[src/rtl/rstarb_pkg.sv]
package rstarb_pkg;
    localparam int unsigned NUM_SRC   = 7;
    localparam int unsigned SRC_POR   = 0;
    localparam int unsigned SRC_ESR0  = 1;
    localparam int unsigned SRC_ESR1  = 2;
    localparam int unsigned SRC_WDT   = 3;
    localparam int unsigned SRC_SW    = 4;
    localparam int unsigned SRC_DBG   = 5;
    localparam int unsigned SRC_JTAG  = 6;

    typedef logic [NUM_SRC-1:0] src_vec_t;

    // Reset class of each source; JTAG is the only special one.
    typedef enum logic [1:0] {
        CLS_COLD    = 2'd0,
        CLS_WARM    = 2'd1,
        CLS_SPECIAL = 2'd2
    } rst_class_e;

    function automatic rst_class_e class_of(input int unsigned src);
        if (src == SRC_POR)  return CLS_COLD;
        if (src == SRC_JTAG) return CLS_SPECIAL;
        return CLS_WARM;
    endfunction
endpackage

[src/rtl/rstarb_pulse.sv]
module rstarb_pulse #(
    parameter int unsigned LEN = 16
) (
    input  logic clk,
    input  logic clr,
    input  logic trig,
    output logic start_o,
    output logic active_o
);
    localparam int unsigned CW = $clog2(LEN + 1);

    typedef struct packed {
        logic [CW-1:0] cnt;
    } pulse_st_t;

    pulse_st_t st_d, st_q;

    always_comb begin
        st_d    = st_q;
        start_o = trig && (st_q.cnt == '0) && !clr;
        if (clr) begin
            st_d.cnt = '0;
        end else if (start_o) begin
            st_d.cnt = CW'(LEN);
        end else if (st_q.cnt != '0) begin
            st_d.cnt = st_q.cnt - 1'b1;
        end
    end

    always_ff @(posedge clk) begin
        st_q <= st_d;
    end

    assign active_o = (st_q.cnt != '0);

    // a pulse that is running counts down one step per cycle and is never reloaded
    a_r2_countdown: assert property (@(posedge clk) disable iff (clr)
        (st_q.cnt != '0) |=> (st_q.cnt == $past(st_q.cnt) - 1'b1));

    // a request seen while idle loads the full length
    a_r2_idle_load: assert property (@(posedge clk) disable iff (clr)
        ((st_q.cnt == '0) && trig) |=> (st_q.cnt == CW'(LEN)));
endmodule

[src/rtl/rstarb_wdt_lock.sv]
module rstarb_wdt_lock #(
    parameter int unsigned LOCK_COUNT = 2
) (
    input  logic clk,
    input  logic clr,
    input  logic warm_start,
    input  logic wdt_only,
    input  logic spec_start,
    output logic lock_o
);
    localparam int unsigned CW = $clog2(LOCK_COUNT + 1);

    typedef struct packed {
        logic [CW-1:0] cnt;
        logic          lock;
    } lock_st_t;

    lock_st_t st_d, st_q;

    always_comb begin
        st_d = st_q;
        if (clr) begin
            st_d.cnt  = '0;
            st_d.lock = 1'b0;
        end else if (warm_start && wdt_only) begin
            if (st_q.cnt < CW'(LOCK_COUNT)) begin
                st_d.cnt = st_q.cnt + 1'b1;
            end
            if (st_q.cnt >= CW'(LOCK_COUNT - 1)) begin
                st_d.lock = 1'b1;
            end
        end else if (warm_start || spec_start) begin
            st_d.cnt = '0;
        end
    end

    always_ff @(posedge clk) begin
        st_q <= st_d;
    end

    assign lock_o = st_q.lock;

    // once set, the lock stays set until a cold reset
    a_r6_lock_sticky: assert property (@(posedge clk) disable iff (clr)
        lock_o |=> lock_o);

    // a reset that is not watchdog-only clears the repeat count
    a_r7_count_cleared: assert property (@(posedge clk) disable iff (clr)
        ((warm_start && !wdt_only) || (spec_start && !warm_start)) |=> (st_q.cnt == '0));
endmodule

[src/rtl/rstreq_arbiter.sv]
module rstreq_arbiter
    import rstarb_pkg::*;
#(
    parameter int unsigned PULSE_CYCLES = 16,
    parameter int unsigned LOCK_COUNT   = 2
) (
    input  logic       clk,
    input  logic       por_req,
    input  logic [1:0] esr_req,
    input  logic       wdt_req,
    input  logic       sw_req,
    input  logic       dbg_req,
    input  logic       jtag_req,
    output logic       cold_rst_o,
    output logic       warm_rst_o,
    output logic       spec_rst_o,
    output logic [6:0] cause_o
);
    typedef struct packed {
        logic     cold;
        src_vec_t cause;
    } top_st_t;

    top_st_t  st_d, st_q;
    src_vec_t req_vec;
    src_vec_t warm_mask;
    src_vec_t spec_mask;
    logic     warm_any, spec_any, wdt_only;
    logic     warm_start, warm_active, spec_start, spec_active, lock;

    always_comb begin
        req_vec            = '0;
        req_vec[SRC_POR]   = por_req;
        req_vec[SRC_ESR0]  = esr_req[0];
        req_vec[SRC_ESR1]  = esr_req[1];
        req_vec[SRC_WDT]   = wdt_req;
        req_vec[SRC_SW]    = sw_req;
        req_vec[SRC_DBG]   = dbg_req;
        req_vec[SRC_JTAG]  = jtag_req;
    end

    // Class masks derived from the source-to-class mapping
    for (genvar g = 0; g < NUM_SRC; g++) begin : g_cls
        assign warm_mask[g] = (class_of(g) == CLS_WARM);
        assign spec_mask[g] = (class_of(g) == CLS_SPECIAL);
    end

    assign warm_any = |(req_vec & warm_mask);
    assign spec_any = |(req_vec & spec_mask);
    assign wdt_only = (req_vec == (src_vec_t'(1) << SRC_WDT));

    always_comb begin
        st_d      = st_q;
        st_d.cold = por_req;
        if (por_req) begin
            st_d.cause = src_vec_t'(1) << SRC_POR;
        end else begin
            st_d.cause = st_q.cause | req_vec;
        end
    end

    always_ff @(posedge clk) begin
        st_q <= st_d;
    end

    rstarb_pulse #(.LEN(PULSE_CYCLES)) u_warm_pulse (
        .clk      (clk),
        .clr      (por_req),
        .trig     (warm_any),
        .start_o  (warm_start),
        .active_o (warm_active)
    );

    rstarb_pulse #(.LEN(PULSE_CYCLES)) u_spec_pulse (
        .clk      (clk),
        .clr      (por_req),
        .trig     (spec_any),
        .start_o  (spec_start),
        .active_o (spec_active)
    );

    rstarb_wdt_lock #(.LOCK_COUNT(LOCK_COUNT)) u_lock (
        .clk        (clk),
        .clr        (por_req),
        .warm_start (warm_start),
        .wdt_only   (wdt_only),
        .spec_start (spec_start),
        .lock_o     (lock)
    );

    assign cold_rst_o = st_q.cold;
    assign warm_rst_o = warm_active | lock;
    assign spec_rst_o = spec_active;
    assign cause_o    = st_q.cause;

    // a cold request silences both pulse outputs and resets the cause
    a_r9_cold_quiets: assert property (@(posedge clk)
        por_req |=> (!warm_rst_o && !spec_rst_o && cause_o == 7'd1));

    // cause bits never fall without a cold reset
    a_r5_cause_sticky: assert property (@(posedge clk) disable iff (por_req)
        1'b1 |=> ((cause_o & $past(cause_o)) == $past(cause_o)));

    // JTAG alone never starts the system warm reset
    a_r4_jtag_isolated: assert property (@(posedge clk) disable iff (por_req)
        (!warm_rst_o && jtag_req && !warm_any) |=> !warm_rst_o);

    // while locked the warm reset output stays high
    a_r6_locked_warm: assert property (@(posedge clk) disable iff (por_req)
        lock |=> warm_rst_o);
endmodule

[config.mk]
export PLATFORM = sky130hd
export DESIGN_NAME = rstreq_arbiter
export DESIGN_NICKNAME = d
export VERILOG_FILES = /design/src/rtl/rstarb_pkg.sv /design/src/rtl/rstarb_pulse.sv /design/src/rtl/rstarb_wdt_lock.sv /design/src/rtl/rstreq_arbiter.sv
export SDC_FILE = /design/constraint.sdc
export NUM_CORES = 1
export LEC_CHECK = 0
export BUFFER_PORTS_ARGS = -buffer_cell sky130_fd_sc_hd__buf_2
export CAP_MARGIN = 20
export CORE_ASPECT_RATIO = 1.1
export CORE_UTILIZATION = 55
export DETAILED_ROUTE_END_ITERATION = 8
export PLACE_DENSITY = 0.89
export SYNTH_ARGS = -nofsm -noshare
export SYNTH_HDL_FRONTEND = slang
export SYNTH_SLANG_ARGS = --single-unit
[constraint.sdc]
create_clock -name clk -period 3.9 [get_ports clk]
set_clock_uncertainty 0.05 [all_clocks]
set_input_delay 0.78 -clock clk [delete_from_list [all_inputs] [get_ports clk]]
set_output_delay 0.78 -clock clk [all_outputs]
set_load 0.02 [all_outputs]
# Word-level counts from Yosys, hierarchy flattened
# Index checks and enable logic that the tools add are counted.
# word_totals
inputBits	8
ff_bits	21
output_inout_bits	10
word_cells	43
# op_classes
magnitude_cmp	2
bitwise_logic	2
n_reduce_logical	19
n_eq_ne	2
addsub	3
muxes	7
# op_table
cell	n
two-way mux 5 bit	4
logical NOT 5 bit	2
nonzero test 5 bit	2
subtractor 5 x 1 -> 5 bit, second input constant	2
== test 7 x 4 -> 1 bit, second input constant	1
OR 7 bit	1
two-way mux 2 bit	3
nonzero test 2 bit	3
logical AND 1 bit	5
OR reduction 5 bit	1
AND reduction 2 bit	2
OR reduction 2 bit	2
adder 2 x 1 -> 2 bit, second input constant	1
greater-or-equal comparator 2 x 1 -> 1 bit, second input constant	1
less-than comparator 2 bit, second input constant	1
inequality test 2 bit, second input constant	1
logical NOT 1 bit	1
logical OR 1 bit	1
OR 1 bit	1

# Longest topological paths before layout
# logic_depth
depth_word	6
ltp_mapped	6
ltp_nobuf	6

# Hierarchy
# Synthesis repeated with hierarchy kept, for this count alone.
# unflattened
hier_cells	93
hier_area_um2	884.6
# modules_own_cells
mod	area_per_inst_um2	cells_per_inst	seq_area_each_um2	n_inst
rstarb_pulse	246.5	24	100.1	2
rstreq_arbiter	251.5	27	160.2	1
rstarb_wdt_lock	140.1	18	60.1	1

# Least setup slack after synthesis
# No wires, ideal clock.
# synth_timing
path_type	register to output
startpoint	reg u_spec_pulse.st_q[0] (netlist bit)
endpoint	out spec_rst_o
stages_incl_launch_ff	5
arrival_ns	1.166
setup_slack_ns	1.904
path_cell_list	dfxtp_1 > inv_1 > ha_1 > nor4b_2 > inv_1
# synth_between
elab_chain_len	1
# synth_rtl
item	line_no	rtl
from (decl)	rstarb_pulse.sv:16	pulse_st_t st_d, st_q;
from (signal assigned)	rstarb_pulse.sv:31	st_q <= st_d;
nonzero test 5 bit	rstarb_pulse.sv:34	assign active_o = (st_q.cnt != '0);
to (decl)	rstreq_arbiter.sv:16	output logic spec_rst_o,
# Every way passes these cells.

# Worst setup path in the final report
# Ends and elaborated chain as after synthesis.

==> summary.md <==
| Metric | Value |
|---|---|
| Status | `finished, final reports clean` |
| Post-CTS sizing | `0` |
| Die ar. | `1730 um^2` |
| Post-CTS Setup Bufs | `0` |
| Critical path class | `flip-flop to output port` |
| Cell Rows | `14` |
| DIE WIDTH | `between 30 and 40 um` |
| Slew Limit Fails | `0` |
| Top Ports | `18` |
| Hold EP | `cause_o[0]` |
| Ranking of synthesized cells by area | `dfxtp_1 (49%), nor2_1 (9.6%), ha_1 (4.3%)` |
| Synth cell types | `23` |
| Via count | `700` |
| Crit-path most repeated cell | `inv_1` |
| Worst min path class | `flip-flop to flip-flop` |
| GR Overflow Total | `0` |
| Post-Route Utilization | `68.2%` |
| Placed Area | `roughly 940 um^2` |
| Antenna violations before repair | `0` |
| Initial Utilization | `60.8%` |
| Placement Setup Slack | `1.64 ns` |
| Leak | `0.000426 uW` |
| Syn_nets | `106` |
| Pre-antenna DRT Iters | `4` |
| Worst-Margin Slew | `0.612 ns` |
| CP Launch Type | `flip-flop` |
| Mean Syn Cell Area | `9.09 um^2` |
| Worst hold start | `cause_o[0]` |
| PwrDens | `715 nW/um^2` |
| FF-to-FF End | `u_lock.st_q[1]` |
| Skew-Pair Late Insertion Delay | `0.30 ns` |
| #FFs+latches synth | `21` |
| Clock tree buffer depth | `2` |
| CP max FO | `7` |
| Setup ws final | `1.30 ns` |
| Worst Path Buf+Inv | `3` |
| Max incr delay on CP | `0.53 ns` |
| Min Tclk post-route | `2.60 ns` |
| WL met3 | `55 um` |
| Post-route cell area | `967 um^2` |
| Hold Vio Cnt, Final | `0` |
| Peak supply drop | `393 uV` |
| Fin crit share | `66.8%` |
| Met1 WL | `between 600 and 700 um` |
| Syn Inst Count | `95` |
| GP Congestion | `between 0.8 and 0.9` |
| First DRT Iteration DRCs | `16` |
| Switch share | `38.0%` |
| Sequential fraction of the synthesis area | `48.7%` |
| Vias in the first global route | `644` |
| Cts bufs inserted | `3` |
| Synth warnings | `0` |
| # DRC | `0` |
| Top cell family by delay on the critical path | `simple AND/OR/NAND/NOR gates` |
| Crit path cell chain | `inv_1 -> ha_1 -> nor4b_2 -> inv_1 -> buf_2` |
| Die Y | `43.6 um` |
| P&R area growth vs syn | `12.0%` |
| Combinational share of power | `41.9%` |
| Total Wirelength | `1470 um` |
| Reg power frac | `43.6%` |
| Layout Nets | `about 130` |
| Port-buffer cells | `17` |
| Mapped Area | `863 um^2` |
| Crit path DAT | `1.77 ns` |
| Clk slew on worst S/H paths | `0.11 ns` |
| Inserted Diodes | `0` |
| Total GRT Usage | `21.0%` |
| Fmax | `0.384 GHz` |
| RSZ-0062 raised after global routing | `false` |
| Largest net degree at the start of global routing | `22` |
| P_sw | `roughly 260 uW` |
| Internal | `between 400 and 500 uW` |
| CTS tree | `done` |
| CP max-delay cell | `nor4b_2` |
| ANT nets after route | `0` |
| Post-synth top area share | `48.7%` |
| Max Cap Violations | `0` |
| CP required | `between 3 and 4 ns` |
| Sum of negative setup slack | `0 ns` |
| Setup-failing EPs final | `0` |
| Leading area contributor after synthesis | `dfxtp_1` |
| Global-route wire length before repair | `approximately 2500 um` |
| Root Driver | `clkbuf_4` |
| Cts-stage hold buffer count | `0` |
| Fraction of layout cells with a size suffix above 1 | `22.8%` |
| Reg2reg path depth | `6` |
| Clock power frac | `14.6%` |
| Met2 routed WL | `between 600 and 700 um` |
| Relative slew margins | `59.1%` |
| H-tree depth | `1` |
| Num Clock Sinks | `21` |
| DR top layer | `met4` |
| Endpoint type of the worst setup path | `output port` |
| Via density | `5.38` |
| Reg-to-reg startpoint | `u_warm_pulse.st_q[0]` |
| Hold depth | `1` |
| Wire per inst | `11.3 um` |
| Core area | `1420 um^2` |
| Reg-to-reg setup timing slack | `2.19 ns` |
| Hpwl dp | `1100 um` |
## cell families (layout without fill, tap and decap cells)
family,count (synthesis),count (layout),share of synthesized area [%]
AOI/OAI and AO/OA,14,14,9.13
buffers and inverters,11,30,7.10
DFF,21,21,48.7
and+or+nand+nor,42,42,26.7
adders and majority gates,3,3,4.35
xor gates and xnor gates,4,4,4.06
## worst max-delay path by stage
stage	slack, ns	start	cells past startpoint	to
finish	1.30	u_spec_pulse.st_q[0]	5	spec_rst_o
global route	1.16	u_spec_pulse.st_q[0]	5	spec_rst_o
CTS	1.29	u_spec_pulse.st_q[0]	5	spec_rst_o
detailed placement	1.64	u_spec_pulse.st_q[0]	5	spec_rst_o
global placement	1.80	u_spec_pulse.st_q[0]	5	spec_rst_o
floorplan	1.90	u_spec_pulse.st_q[0]	4	spec_rst_o
## registers in the layout (all words and copies together), names as in the netlist
register	count
u_lock.lock_o	1
u_lock.st_q	2
cold_rst_o	1
cause_o	7
u_spec_pulse.st_q	5
u_warm_pulse.st_q	5
## power groups by stage
stage | Clock, uW | Combinational, uW | Sequential (uW)
finish | 101 | 289 | 301
detailed placement | 0 | 291 | 306
floorplan | 0 | 226 | 304
global placement | 0 | 275 | 303
CTS | 104 | 292 | 301
global route | 112 | 324 | 306
## synthesized netlist by cell type (all sizes together)
| cell type | n |
|---|---|
| and2b | 1 |
| nor4b | 2 |
| xnor2 | 4 |
| a31oi | 2 |
| a21oi | 5 |
| nor2 | 22 |
| nand2 | 3 |
| ha | 3 |
| or4 | 1 |
| and3 | 1 |
| inv | 9 |
| o31ai | 1 |
| nand2b | 2 |
| nor3 | 6 |
| nand3b | 1 |
| clkbuf | 2 |
| dfxtp | 21 |
| o21ai | 6 |
| or2 | 1 |
| nand3 | 1 |
| and4b | 1 |
## per-layer routing
layer / vias up / global-route usage, %
met3: 7 / 4.62
met4: 0 / 12.4
met1: 319 / 26.0
met2: 18 / 32.5
li1: 356 / -
met5: - / 0
## placed cells by master (no fill, tap or decap), drive strengths merged
cell type   n
and3        1
o31ai       1
and4b       1
a21oi       5
o21ai       6
inv         9
dfxtp      21
nor4b       2
clkbuf      4
nor2       22
xnor2       4
and2b       1
or2         1
nand2       3
nand3       1
nor3        6
nand3b      1
a31oi       2
or4         1
buf        17
ha          3
nand2b      2
## final cells by class
cell class / instances / area, um^2
Fill cell: 108 / 452
Multi-Input combinational cell: 63 / 382
Timing Repair Buffer: 17 / 85.1
Sequential cell: 21 / 420
Clock buffer: 4 / 26.3
Tap cell: 16 / 20.0
Inverter: 9 / 33.8
## stage by stage
step | instances | power (uW) | hold slack, ns
global route | 130 | 743 | 0.417
finish | 130 | 692 | 0.400
floorplan | 95 | 530 | 0.378
CTS | 130 | 696 | 0.404
global placement | 126 | 577 | 0.370
detailed placement | 126 | 597 | 0.373
Note: power is estimated with default switching activity, not from simulation.
